$ cat config.mk
export PLATFORM = sky130hd
export DESIGN_NAME = tmr_periodic
export DESIGN_NICKNAME = d
export VERILOG_FILES = /design/src/rtl/tmr_pkg.sv /design/src/rtl/tmr_prescale.sv /design/src/rtl/tmr_downcount.sv /design/src/rtl/tmr_irq.sv /design/src/rtl/tmr_timebase.sv /design/src/rtl/tmr_periodic.sv
export SDC_FILE = /design/constraint.sdc
export NUM_CORES = 1
export LEC_CHECK = 0
export BUFFER_PORTS_ARGS = -buffer_cell sky130_fd_sc_hd__buf_4
export CORE_MARGIN = 2
export CORE_UTILIZATION = 59
export CTS_CLUSTER_DIAMETER = 80
export DETAILED_ROUTE_END_ITERATION = 8
export GPL_TIMING_DRIVEN = 0
export PLACE_DENSITY = 0.81
export SETUP_SLACK_MARGIN = 0.05
export SYNTH_ARGS = -nofsm -noshare
export SYNTH_HDL_FRONTEND = slang
export SYNTH_SLANG_ARGS = --single-unit
export TNS_END_PERCENT = 100
$ cat constraint.sdc
create_clock -name clk -period 2.9 [get_ports clk]
set_input_delay 0 -clock clk [delete_from_list [all_inputs] [get_ports clk]]
set_output_delay 0 -clock clk [all_outputs]
set_load 0.02 [all_outputs]
$ cat src/rtl/tmr_pkg.sv
package tmr_pkg;

    localparam int unsigned BUS_W = 32;
    localparam int unsigned ADR_W = 3;

    typedef enum logic [1:0] {
        OP_IDLE = 2'd0,
        OP_LOAD = 2'd1,
        OP_RUN  = 2'd2,
        OP_HALT = 2'd3
    } tmr_op_e;

    typedef struct packed {
        logic    slow;
        tmr_op_e op;
    } tmr_ctrl_t;

    localparam logic [ADR_W-1:0] A_RELOAD = 3'd0;
    localparam logic [ADR_W-1:0] A_CTRL   = 3'd1;
    localparam logic [ADR_W-1:0] A_COUNT  = 3'd2;
    localparam logic [ADR_W-1:0] A_MASK   = 3'd3;
    localparam logic [ADR_W-1:0] A_RAW    = 3'd4;
    localparam logic [ADR_W-1:0] A_GATED  = 3'd5;
    localparam logic [ADR_W-1:0] A_ACK    = 3'd6;
    localparam logic [ADR_W-1:0] A_TIME   = 3'd7;

endpackage

$ cat src/rtl/tmr_prescale.sv
module tmr_prescale #(
    parameter int unsigned SLOW_DIV = 4
) (
    input  logic clk,
    input  logic rst_n,
    input  logic clear,
    input  logic advance,
    input  logic slow_sel,
    output logic tick
);
    localparam int unsigned PW = (SLOW_DIV > 2) ? $clog2(SLOW_DIV) : 1;
    localparam logic [PW-1:0] LAST = PW'(SLOW_DIV - 1);

    logic [PW-1:0] phase_d, phase_q;

    always_comb begin
        phase_d = phase_q;
        tick    = 1'b0;
        if (clear) begin
            phase_d = '0;
        end else if (advance) begin
            if (!slow_sel) begin
                tick = 1'b1;
            end else begin
                tick    = (phase_q == LAST);
                phase_d = tick ? '0 : phase_q + 1'b1;
            end
        end
    end

    always_ff @(posedge clk or negedge rst_n) begin
        if (!rst_n) phase_q <= '0;
        else        phase_q <= phase_d;
    end
endmodule

$ cat src/rtl/tmr_downcount.sv
module tmr_downcount #(
    parameter int unsigned CNT_W = 32
) (
    input  logic             clk,
    input  logic             rst_n,
    input  logic             load,
    input  logic             tick,
    input  logic [CNT_W-1:0] reload_val,
    output logic [CNT_W-1:0] count,
    output logic             expire
);
    logic [CNT_W-1:0] count_d, count_q;

    always_comb begin
        count_d = count_q;
        expire  = 1'b0;
        if (load) begin
            count_d = reload_val;
        end else if (tick) begin
            if (count_q <= CNT_W'(1)) begin
                count_d = reload_val;
                expire  = 1'b1;
            end else begin
                count_d = count_q - CNT_W'(1);
            end
        end
    end

    always_ff @(posedge clk or negedge rst_n) begin
        if (!rst_n) count_q <= '0;
        else        count_q <= count_d;
    end

    assign count = count_q;
endmodule

$ cat src/rtl/tmr_irq.sv
module tmr_irq (
    input  logic clk,
    input  logic rst_n,
    input  logic set,
    input  logic ack,
    input  logic mask_we,
    input  logic mask_val,
    output logic raw,
    output logic mask,
    output logic gated
);
    typedef struct packed {
        logic raw;
        logic mask;
    } irq_st_t;

    irq_st_t st_d, st_q;

    always_comb begin
        st_d = st_q;
        if (set)       st_d.raw = 1'b1;
        else if (ack)  st_d.raw = 1'b0;
        if (mask_we)   st_d.mask = mask_val;
    end

    always_ff @(posedge clk or negedge rst_n) begin
        if (!rst_n) st_q <= '0;
        else        st_q <= st_d;
    end

    assign raw   = st_q.raw;
    assign mask  = st_q.mask;
    assign gated = st_q.raw & st_q.mask;
endmodule

$ cat src/rtl/tmr_timebase.sv
module tmr_timebase #(
    parameter int unsigned TIME_W = 32
) (
    input  logic              clk,
    input  logic              rst_n,
    output logic [TIME_W-1:0] now
);
    logic [TIME_W-1:0] now_d, now_q;

    always_comb now_d = now_q + TIME_W'(1);

    always_ff @(posedge clk or negedge rst_n) begin
        if (!rst_n) now_q <= '0;
        else        now_q <= now_d;
    end

    assign now = now_q;
endmodule

$ cat src/rtl/tmr_periodic.sv
module tmr_periodic
    import tmr_pkg::*;
#(
    parameter int unsigned CNT_W    = 32,
    parameter int unsigned TIME_W   = 32,
    parameter int unsigned SLOW_DIV = 4
) (
    input  logic             clk,
    input  logic             rst_n,
    input  logic             wr_en,
    input  logic [ADR_W-1:0] addr,
    input  logic [BUS_W-1:0] wdata,
    output logic [BUS_W-1:0] rdata,
    output logic             irq
);
    typedef struct packed {
        logic [CNT_W-1:0] reload;
        tmr_ctrl_t        ctrl;
    } regs_t;

    regs_t            regs_d, regs_q;
    tmr_ctrl_t        ctrl_eff;
    logic             ctrl_we, load_op, run_op, hold_op;
    logic             tick, expire, raw, mask, gated;
    logic [CNT_W-1:0] count;
    logic [TIME_W-1:0] time_q;

    always_comb begin
        regs_d  = regs_q;
        ctrl_we = wr_en && (addr == A_CTRL);
        if (wr_en && (addr == A_RELOAD)) regs_d.reload = wdata[CNT_W-1:0];
        if (ctrl_we)                     regs_d.ctrl   = tmr_ctrl_t'(wdata[2:0]);
        ctrl_eff = ctrl_we ? tmr_ctrl_t'(wdata[2:0]) : regs_q.ctrl;
        load_op  = (ctrl_eff.op == OP_LOAD);
        run_op   = (ctrl_eff.op == OP_RUN);
        hold_op  = !load_op && !run_op;
    end

    always_ff @(posedge clk or negedge rst_n) begin
        if (!rst_n) regs_q <= '0;
        else        regs_q <= regs_d;
    end

    tmr_prescale #(.SLOW_DIV(SLOW_DIV)) i_prescale (
        .clk      (clk),
        .rst_n    (rst_n),
        .clear    (load_op),
        .advance  (run_op),
        .slow_sel (ctrl_eff.slow),
        .tick     (tick)
    );

    tmr_downcount #(.CNT_W(CNT_W)) i_downcount (
        .clk        (clk),
        .rst_n      (rst_n),
        .load       (load_op),
        .tick       (tick),
        .reload_val (regs_q.reload),
        .count      (count),
        .expire     (expire)
    );

    tmr_irq i_irq (
        .clk      (clk),
        .rst_n    (rst_n),
        .set      (expire),
        .ack      (wr_en && (addr == A_ACK) && wdata[0]),
        .mask_we  (wr_en && (addr == A_MASK)),
        .mask_val (wdata[0]),
        .raw      (raw),
        .mask     (mask),
        .gated    (gated)
    );

    tmr_timebase #(.TIME_W(TIME_W)) i_timebase (
        .clk   (clk),
        .rst_n (rst_n),
        .now   (time_q)
    );

    always_comb begin
        rdata = '0;
        case (addr)
            A_RELOAD: rdata = BUS_W'(regs_q.reload);
            A_CTRL:   rdata = BUS_W'(regs_q.ctrl);
            A_COUNT:  rdata = BUS_W'(count);
            A_MASK:   rdata = BUS_W'(mask);
            A_RAW:    rdata = BUS_W'(raw);
            A_GATED:  rdata = BUS_W'(gated);
            A_TIME:   rdata = BUS_W'(time_q);
            default:  rdata = '0;
        endcase
    end

    assign irq = gated;
endmodule

# Word level (Yosys, flattened, before mapping)
# Index checks and enable logic that the tools add are counted.
# Widths: inputs -> output; s select.
# op_classes
n_bitwise,1
eq_ne,10
magnitude_cmp,1
add_sub_neg,3
n_mux,17
n_reduce_logical,11
# op_table
operator,count
$pmux 32 s7,1
$mux 32,3
$add 32x1->32 const B,1
$le 32x1->1 const B,1
$sub 32x1->32 const B,1
$eq 3x3->1 const B,4
$mux 1,8
$mux 2,4
$reduce_bool 2->1,4
$eq 3x2->1 const B,2
$logic_and 1x1->1,5
$eq 2x2->1 const B,2
$eq 3x1->1 const B,1
$logic_not 3->1,1
$mux 3,1
$add 2x1->2 const B,1
$eq 2x1->1 const B,1
$reduce_and 2->1,1
$and 1x1->1,1
# word_totals
regBits,103
output_inout_bits,33
elab_cells,51
input_bits,38

# Logic depth before layout (Yosys ltp)
# Gate-level depths: netlist of the first run.
# logic_depth
depth_word,9
depth_mapped,12

# Cells and area by module
# From an unflattened synthesis of the first run, not the netlist that was laid out.
# unflattened
cells_unflattened,626
area_unflattened_um2,6272.3
# by_module_without_submodules
mod,seq_area_each_um2,cells_each,n_inst,area_per_inst_um2
tmr_downcount,800.8,279,1,2302.2
tmr_periodic,875.8,203,1,2285.9
tmr_timebase,800.8,127,1,1478.9
tmr_prescale,50.0,11,1,122.6
tmr_irq,50.0,6,1,82.6

# Least setup slack after synthesis of the first run
# Ideal clock, no wire load.
# synth_timing
path_type,input-to-reg
from,input port addr[2]
to,"register i_downcount.count_q[8], in the netlist i_downcount.count[8]"
setup_time_ns,0.071
cell_stages,10
arrival_time_ns,2.233
setup_slack_ns,0.596
path_buffers,2
path_cell_list,nor4bb_1 > clkbuf_1 > mux2i_1 > ha_1 > nor3b_1 > mux2_2 > or2_1 > buf_2 > or4_1 > nand4_1
# synth_via
elab_chain_cells,7
word_cells_on_any_way,10
classes_between,eq/ne (3); mux (5); reduce/logical (2)
# synth_lines
element,line_no,source
start: declaration,tmr_periodic.sv:11,"input logic [ADR_W-1:0] addr,"
$eq 3x1->1 (*),tmr_periodic.sv:30,ctrl_we = wr_en && (addr == A_CTRL);
$logic_and 1x1->1 (*),tmr_periodic.sv:30,
$mux 3 (*),-,
$eq 2x2->1 / $mux 1 (equally long branches),"tmr_periodic.sv:35, tmr_prescale.sv:22",
$mux 1,tmr_prescale.sv:21,end else if (advance) begin
$mux 1,tmr_prescale.sv:19,if (clear) begin
$reduce_bool 2->1 (no source line),-,
end signal: assignment,tmr_downcount.sv:31,else count_q <= count_d;
end: declaration,tmr_downcount.sv:12,"logic [CNT_W-1:0] count_d, count_q;"
# Every way passes the cells marked *; elsewhere a longest branch is shown, timed or not.
# A chain may end at the register's enable or synchronous reset.

# Worst setup path in the final report of the first run
# layout_timing
from,"register i_downcount.count_q[0], in the netlist i_downcount.count[0]"
to,"register i_downcount.count_q[6], in the netlist i_downcount.count[6]"
# layout_via
elab_chain_cells,4
word_cells_on_any_way,5
classes_between,add/sub (1); order compare (1); mux (3)
# layout_lines
element,line_no,source
$sub 32x1->32 / $le 32x1->1 (equally long branches),"tmr_downcount.sv:24, tmr_downcount.sv:20",
$mux 32 (*),tmr_downcount.sv:20,if (count_q <= CNT_W'(1)) begin
$mux 32 (*),tmr_downcount.sv:19,end else if (tick) begin
$mux 32 (*),tmr_downcount.sv:17,if (load) begin
# Every way passes the cells marked *; elsewhere a longest branch is shown, timed or not. The select of a mux whose other input is x is not followed.

==> results of run 1 <==
how the worst max path moves through the flow:
stage / from / to / slack [ns] / depth (start not counted)
floorplan: addr[2] / i_downcount.count[8]$_DFFE_PN0P_ / 0.60 / 10
global placement: addr[2] / i_downcount.count[28]$_DFFE_PN0P_ / -0.18 / 11
detailed placement: addr[2] / i_downcount.count[25]$_DFFE_PN0P_ / -0.30 / 11
CTS: regs_q[1]$_DFF_PN0_ / i_downcount.count[25]$_DFFE_PN0P_ / 0.05 / 8
global route: i_downcount.count[0]$_DFFE_PN0P_ / i_downcount.count[6]$_DFFE_PN0P_ / 0.05 / 10
finish: i_downcount.count[0]$_DFFE_PN0P_ / i_downcount.count[6]$_DFFE_PN0P_ / 0.15 / 10
where the power goes:
part	internal (mW)	leakage (nW)	total (mW)	switching (mW)
combinational	0.705	1.71	1.73	1.02
sequential	1.76	1.27	2.22	0.460
clock	0.419	0.100	0.909	0.490
layer usage:
| metal | vias to the layer above | GRT usage | routed length, um |
|---|---|---|---|
| li1 | 2527 | - | - |
| met1 | 2669 | 0.4484 | 7198 |
| met2 | 305 | 0.5364 | 8243 |
| met3 | 51 | 0.07798 | 1500 |
| met4 | 0 | 0.1033 | 505 |
| met5 | - | 0 | 0 |
registers in the layout, indices dropped and copies added, names as in the netlist:
register and flops:
i_downcount.count 32, i_prescale.phase_q 2, i_timebase.now 32, regs_q 35, i_irq.raw 1, i_irq.mask 1
Yosys cell counts, types with 9 or more instances:
cell | count | area (um2)
nand2_1 | 66 | 247.7
nor3_1 | 14 | 70.07
nor4_1 | 13 | 81.33
a21oi_1 | 15 | 75.07
nor2_1 | 22 | 82.58
dfrtp_1 | 103 | 2577
inv_1 | 20 | 75.07
xnor2_1 | 20 | 175.2
clkbuf_1 | 25 | 93.84
o21ai_0 | 50 | 250.2
xor2_1 | 10 | 87.58
buf_2 | 16 | 80.08
mux2_2 | 30 | 337.8
nand4_1 | 15 | 93.84
mux2i_1 | 40 | 400.4
and3_1 | 9 | 56.30
nand3_1 | 45 | 225.2
worst max-delay path, cell delays in order (launching register included):
cell and delay [ns]:
dfrtp_1 0.53, inv_1 0.08, ha_1 0.27, o21ba_2 0.24, and4_1 0.19, buf_2 0.17
a31oi_1 0.21, buf_2 0.32, buf_2 0.31, a21oi_1 0.10, o22a_1 0.19
logic make-up (layout without fill, tap and decap cells):
group,after synthesis,after routing,share of synthesized area
buffers and inverters,64,185,0.04363
and+or+nand+nor,225,225,0.2039
xor gates and xnor gates,30,30,0.04405
muxes,74,74,0.1313
AOI/OAI and AO/OA,119,119,0.1324
adders and majority gates,6,6,0.01259
DFF,103,103,0.4321
timing repair:
action | 4_1_cts | 5_1_grt
setup buffers | 0 | 0
hold endpoints to repair | 140 | 0
gates resized for setup | 0 | 6
hold buffers | 35 | 0
endpoints found under the setup margin | 0 | 18
through the flow:
stage	utilization	cells	total power, mW	instance area (um2)	setup TNS (ns)
after global routing	0.7378	875	5.119	7212	0
after detailed placement	0.6810	824	3.855	6656	-1.728
after global placement	0.6810	824	3.769	6656	-1.159
after CTS	0.7363	875	4.791	7197	0
final	0.7378	875	4.860	7212	0
after floorplan	-	621	3.205	5964	0
final cells by class:
class                           count  area (um2)  area share
Sequential cell                   103        2577      0.3574
Inverter                           20       75.07     0.01041
Clock inverter                      4       45.04    0.006246
Buffer                             44       187.7     0.02602
Timing Repair Buffer              105       879.6      0.1220
Tap cell                          133       166.4     0.02307
Clock buffer                       12       145.1     0.02012
Multi-Input combinational cell    454        3136      0.4348
==> results by group, run 1 <==
Clock tree
  • Maximum count of clock buffers along a single path: 2
  • Num Clock Sinks: 103
  • Cell at the root of the clock tree: clkbuf_8
  • TritonCTS clock tree: yes
  • Clock latency on the worst-skew pair: 0.40 ns
  • Total CTS buffers: 9
  • Reg clk slew, reported paths: 0.10 ns
  • CTS H-tree lvls: 3

Die
  • Die outline area: 10,930 um2
  • Starting Density: 0.6102
  • I/O pin total: 71
  • Core ar.: 9774 um2
  • Die Ht: 104.5 um
  • Site row count: 36
  • Die Span X: 104.5 um

Timing
  • Clock Skew: 0.01494 ns
  • Part of the cycle the worst path needs: 0.9466
  • Worst Slack Setup Final: 0.1548 ns
  • Top achievable clock speed: 364.3 MHz
  • Max-Slew Margin vs Limit: 0.3634
  • Period minus WS final: 2.745 ns
  • Max-slew violation count: 0
  • Number of setup violations in the final report: 0
  • Pin slew with the least headroom to its limit: 0.9549 ns
  • RSZ-0062 raised after global routing: false
  • Number of hold-slack violations in the final timing report: 0
  • Worst hold slack: 0.1778 ns

Routing
  • Vias after detailed routing: 5,552
  • Drc violations: 0
  • Residual antenna-violating net count after detailed routing: 0
  • Via density: 6.345
  • Total wire length: 17,450 um
  • Iteration-0 DRC count of the detailed router: 622
  • Drt pass-1 iters: 6
  • Wire per inst: 19.94 um

Critical path
  • Data arrival time of the critical path: 3.03 ns
  • Endpoint of the lowest-slack register-to-register path: i_downcount.count[6]$_DFFE_PN0P_
  • Launching point of the worst reg2reg path: i_downcount.count[0]$_DFFE_PN0P_
  • Register-to-Register Path Depth: 10
  • Register-to-register setup slack: 0.15 ns
  • Critical path start-end classification: flip-flop to flip-flop
  • Req. time, crit path: 3.19 ns
  • Maximum fanout along the worst path: 10
  • Element type at the critical path start: flip-flop
  • Critical Path Sink Type: flip-flop

Global routing
  • Largest net degree at the start of global routing: 104
  • Vias in the first global route: 5,452
  • Remaining global-route overflow: 0
  • Number of antenna violations at the first check in global routing: 0
  • Total Routing Usage GR: 0.3332
  • Wire length of the first global-routing pass: 28,350 um

Place
  • Post-Place Worst Slack: -0.3003 ns
  • HPWL Detailed: 12,430 um
  • Routability-driven placement congestion ratio: 0.9426
  • I/O Buffers: 70

Synthesis
  • Post-synthesis sequential area ratio: 0.4321
  • Number of distinct library cells after synthesis: 58
  • Number of storage elements in the synthesis netlist: 103
  • Post-synth top flop: dfrtp_1
  • Synth warn: 0
  • Synthesized area per cell: 9.605 um2
  • Synthesized net count: 665
  • Cell count after synthesis: 621
  • Post-synth EDFFs: 0
  • Async set-or-reset flop fraction in the synthesized netlist: 1.000
  • Summed instance area of the synthesized netlist: 5964 um2

Power
  • P per Cell Area: 673.9 nW/um2
  • Leakage Power: 3.077 nW
  • Worst vdd rail ir drop: 0.4346 mV

Min path
  • Endpoint of the worst hold-timing path: i_irq.raw$_DFFE_PN0P_
  • Worst hold path type: input pin to flip-flop
  • Hold_sp: addr[2]
  • Worst hold path cell count: 4

Finish
  • Fraction of layout cells with a size suffix above 1: 0.1954
  • Area growth from synthesis to layout: 20.91%
  • Commonest cells after routing, fill and taps aside: 103 x dfrtp_1, 69 x buf_4, 66 x nand2_1
  • Number of fill cells in the layout: 737
  • Antenna diodes: 0
  • Total Nets Final: 781
  • Most common cell after layout, fill and taps aside: dfrtp_1

Outcome
  • Status: finished, final reports clean

Job
  • Number of maximum-capacitance violations: 0
No activity file was read; power rests on OpenSTA's default activity.
==> run 2, diff against run 1 <==
==> constraint.sdc (replaced) <==
create_clock -name clk -period 3.1 [get_ports clk]
set_input_delay 0 -clock clk [delete_from_list [all_inputs] [get_ports clk]]
set_output_delay 0 -clock clk [all_outputs]
set_load 0.02 [all_outputs]
==> results by group, run 2 (synthesis results as in run 1) <==
Die
  • Die Ht: 104.5 um
  • I/O pin total: 71
  • Starting Density: 0.6102
  • Die Span X: 104.5 um
  • Core ar.: 9774 um2
  • Die outline area: 10,930 um2
  • Site row count: 36

Finish
  • Commonest cells after routing, fill and taps aside: 103 x dfrtp_1, 69 x buf_4, 66 x nand2_1
  • Total non-filler cell area in the finished layout: 7203 um2
  • Most common cell after layout, fill and taps aside: dfrtp_1
  • Total Nets Final: 781
  • Fraction of layout cells with a size suffix above 1: 0.1914
  • Post-layout instance count excluding filler cells: 875
  • Antenna diodes: 0
  • Area growth from synthesis to layout: 20.77%
  • Register with the most flip-flops: regs_q
  • Max FFs per register: 35

Routing
  • Met1 WL: 7209 um
  • Wire per inst: 19.88 um
  • Total wire length: 17,400 um
  • Residual antenna-violating net count after detailed routing: 0
  • Via density: 6.335
  • Uppermost routed layer: met4
  • Routed length on met3: 1453 um
  • Drc violations: 0
  • Drt pass-1 iters: 5
  • Met2 Routed Length: 8343 um
  • Iteration-0 DRC count of the detailed router: 513
  • Vias after detailed routing: 5,543

Critical path
  • Element type at the critical path start: flip-flop
  • Critical path, cell by cell: clkbuf_1 -> nor4_1 -> nand3_1 -> or4_1 -> mux2i_1 -> a22oi_1
  • Peak per-stage delay on the critical path: 0.98 ns
  • Launching point of the worst reg2reg path: i_downcount.count[3]$_DFFE_PN0P_
  • Endpoint of the lowest-slack register-to-register path: i_downcount.count[25]$_DFFE_PN0P_
  • Req. time, crit path: 3.35 ns
  • Maximum fanout along the worst path: 8
  • Data arrival time of the critical path: 3.20 ns
  • Register-to-register setup slack: 0.15 ns
  • Library cell contributing the largest single delay on the critical path: nor4_1
  • Critical path start-end classification: flip-flop to flip-flop
  • Register-to-Register Path Depth: 6
  • Critical Path Sink Type: flip-flop

Place
  • Post-Place Worst Slack: -0.1003 ns
  • HPWL Detailed: 12,430 um
  • Placed cell areas: 6656 um2
  • Cell count after placement: 824
  • I/O Buffers: 70
  • Routability-driven placement congestion ratio: 0.9426

Timing
  • Clock Skew: 0.01390 ns
  • RSZ-0062 raised after global routing: false
  • Pin slew with the least headroom to its limit: 1.168 ns
  • Part of the cycle the worst path needs: 0.9511
  • Top achievable clock speed: 339.2 MHz
  • Period minus WS final: 2.949 ns
  • Max-Slew Margin vs Limit: 0.2139
  • Worst Slack Setup Final: 0.1515 ns
  • Number of hold-slack violations in the final timing report: 0
  • Setup total negative slack: 0 ns
  • Number of setup violations in the final report: 0
  • Max-slew violation count: 0

Power
  • Total power consumption of the routed design: 4.534 mW
  • Proportion of power drawn by flip-flops and latches: 0.458
  • Internal portion of total power: 2.698 mW
  • Worst vdd rail ir drop: 0.4062 mV
  • Proportion of total power due to net switching: 0.4050
  • Portion of total power attributed to combinational logic: 0.355
  • Clk network pwr share: 0.188
  • P per Cell Area: 629.4 nW/um2
  • Leakage Power: 3.070 nW
  • NetSw: 1.836 mW

Outcome
  • Status: finished, final reports clean

Min path
  • Hold_sp: addr[2]
  • Worst hold path type: input pin to flip-flop
  • Endpoint of the worst hold-timing path: i_irq.raw$_DFFE_PN0P_
  • Worst hold path cell count: 4

Global routing
  • Remaining global-route overflow: 0
  • Number of antenna violations at the first check in global routing: 0
  • Total Routing Usage GR: 0.3332
  • Wire length of the first global-routing pass: 28,350 um
  • Vias in the first global route: 5,452
  • Largest net degree at the start of global routing: 104

Clock tree
  • Maximum count of clock buffers along a single path: 2
  • Cell at the root of the clock tree: clkbuf_8
  • Clock latency on the worst-skew pair: 0.40 ns
  • Num Clock Sinks: 103
  • Reg clk slew, reported paths: 0.10 ns
  • CTS H-tree lvls: 3
  • TritonCTS clock tree: yes
  • Total CTS buffers: 9

Job
  • Number of maximum-capacitance violations: 0
## run 2: cell types whose count changed in the layout (fill, tap and decap cells not counted)
cell | before | now
nor4_1 | 12 | 13
nor4_2 | 2 | 1
clkbuf_2 | 2 | 0
clkbuf_1 | 25 | 27
## run 2: per-layer routing
layer	up-vias	GRT usage
met5	-	0
met3	44	0.07798
met1	2684	0.4484
met4	0	0.1033
met2	296	0.5364
li1	2519	-
## run 2: area by class of cell
cell class | instances | area, um2
clock buffers | 12 | 145.1
clock inverters | 4 | 45.04
repair buffers | 105 | 879.6
inverters | 20 | 75.07
plain buffers | 44 | 185.2
well taps | 133 | 166.4
flip-flops and latches | 103 | 2577
multi-input cells | 454 | 3129
fillers | 737 | 2571
## run 2: power groups by stage
stage | logic [mW] | clock network (mW) | registers [mW]
after CTS | 1.57 | 0.857 | 2.05
after floorplan | 1.04 | 0 | 1.96
after global placement | 1.47 | 0 | 2.05
final | 1.61 | 0.851 | 2.07
after detailed placement | 1.53 | 0 | 2.08
after global routing | 1.74 | 0.920 | 2.12
## run 2: worst max path at each step
stage                                              endpoint                        startpoint  cells past startpoint
after floorplan            i_downcount.count[8]$_DFFE_PN0P_                           addr[2]                     10
after global placement    i_downcount.count[28]$_DFFE_PN0P_                           addr[2]                     11
after detailed placement  i_downcount.count[25]$_DFFE_PN0P_                           addr[2]                     11
after CTS                 i_downcount.count[25]$_DFFE_PN0P_               regs_q[1]$_DFF_PN0_                      8
after global routing      i_downcount.count[29]$_DFFE_PN0P_                           addr[2]                     13
final                     i_downcount.count[25]$_DFFE_PN0P_  i_downcount.count[3]$_DFFE_PN0P_                      6
## run 2: metrics by stage
| stage | util | hold slack [ns] |
|---|---|---|
| floorplan | - | -0.2956 |
| global placement | 0.6810 | 0.2050 |
| detailed placement | 0.6810 | 0.2139 |
| CTS | 0.7363 | 0.1595 |
| global route | 0.7369 | 0.2117 |
| finish | 0.7369 | 0.1801 |
## run 2: critical path: cells and delay by family (launching register included)
kind / cells / cell delay [ns]
mux: 1 / 0.23
simple gates: 3 / 1.89
compound gates: 1 / 0.13
buf+inv: 1 / 0.18
flops: 1 / 0.37
## run 2: repair_timing
action                                  4_1_cts  5_1_grt
resized for setup                             0        1
hold buffers                                 35        0
setup buffers                                 0        0
endpoints found under the setup margin        0        3
hold endpoints to repair                    140        0
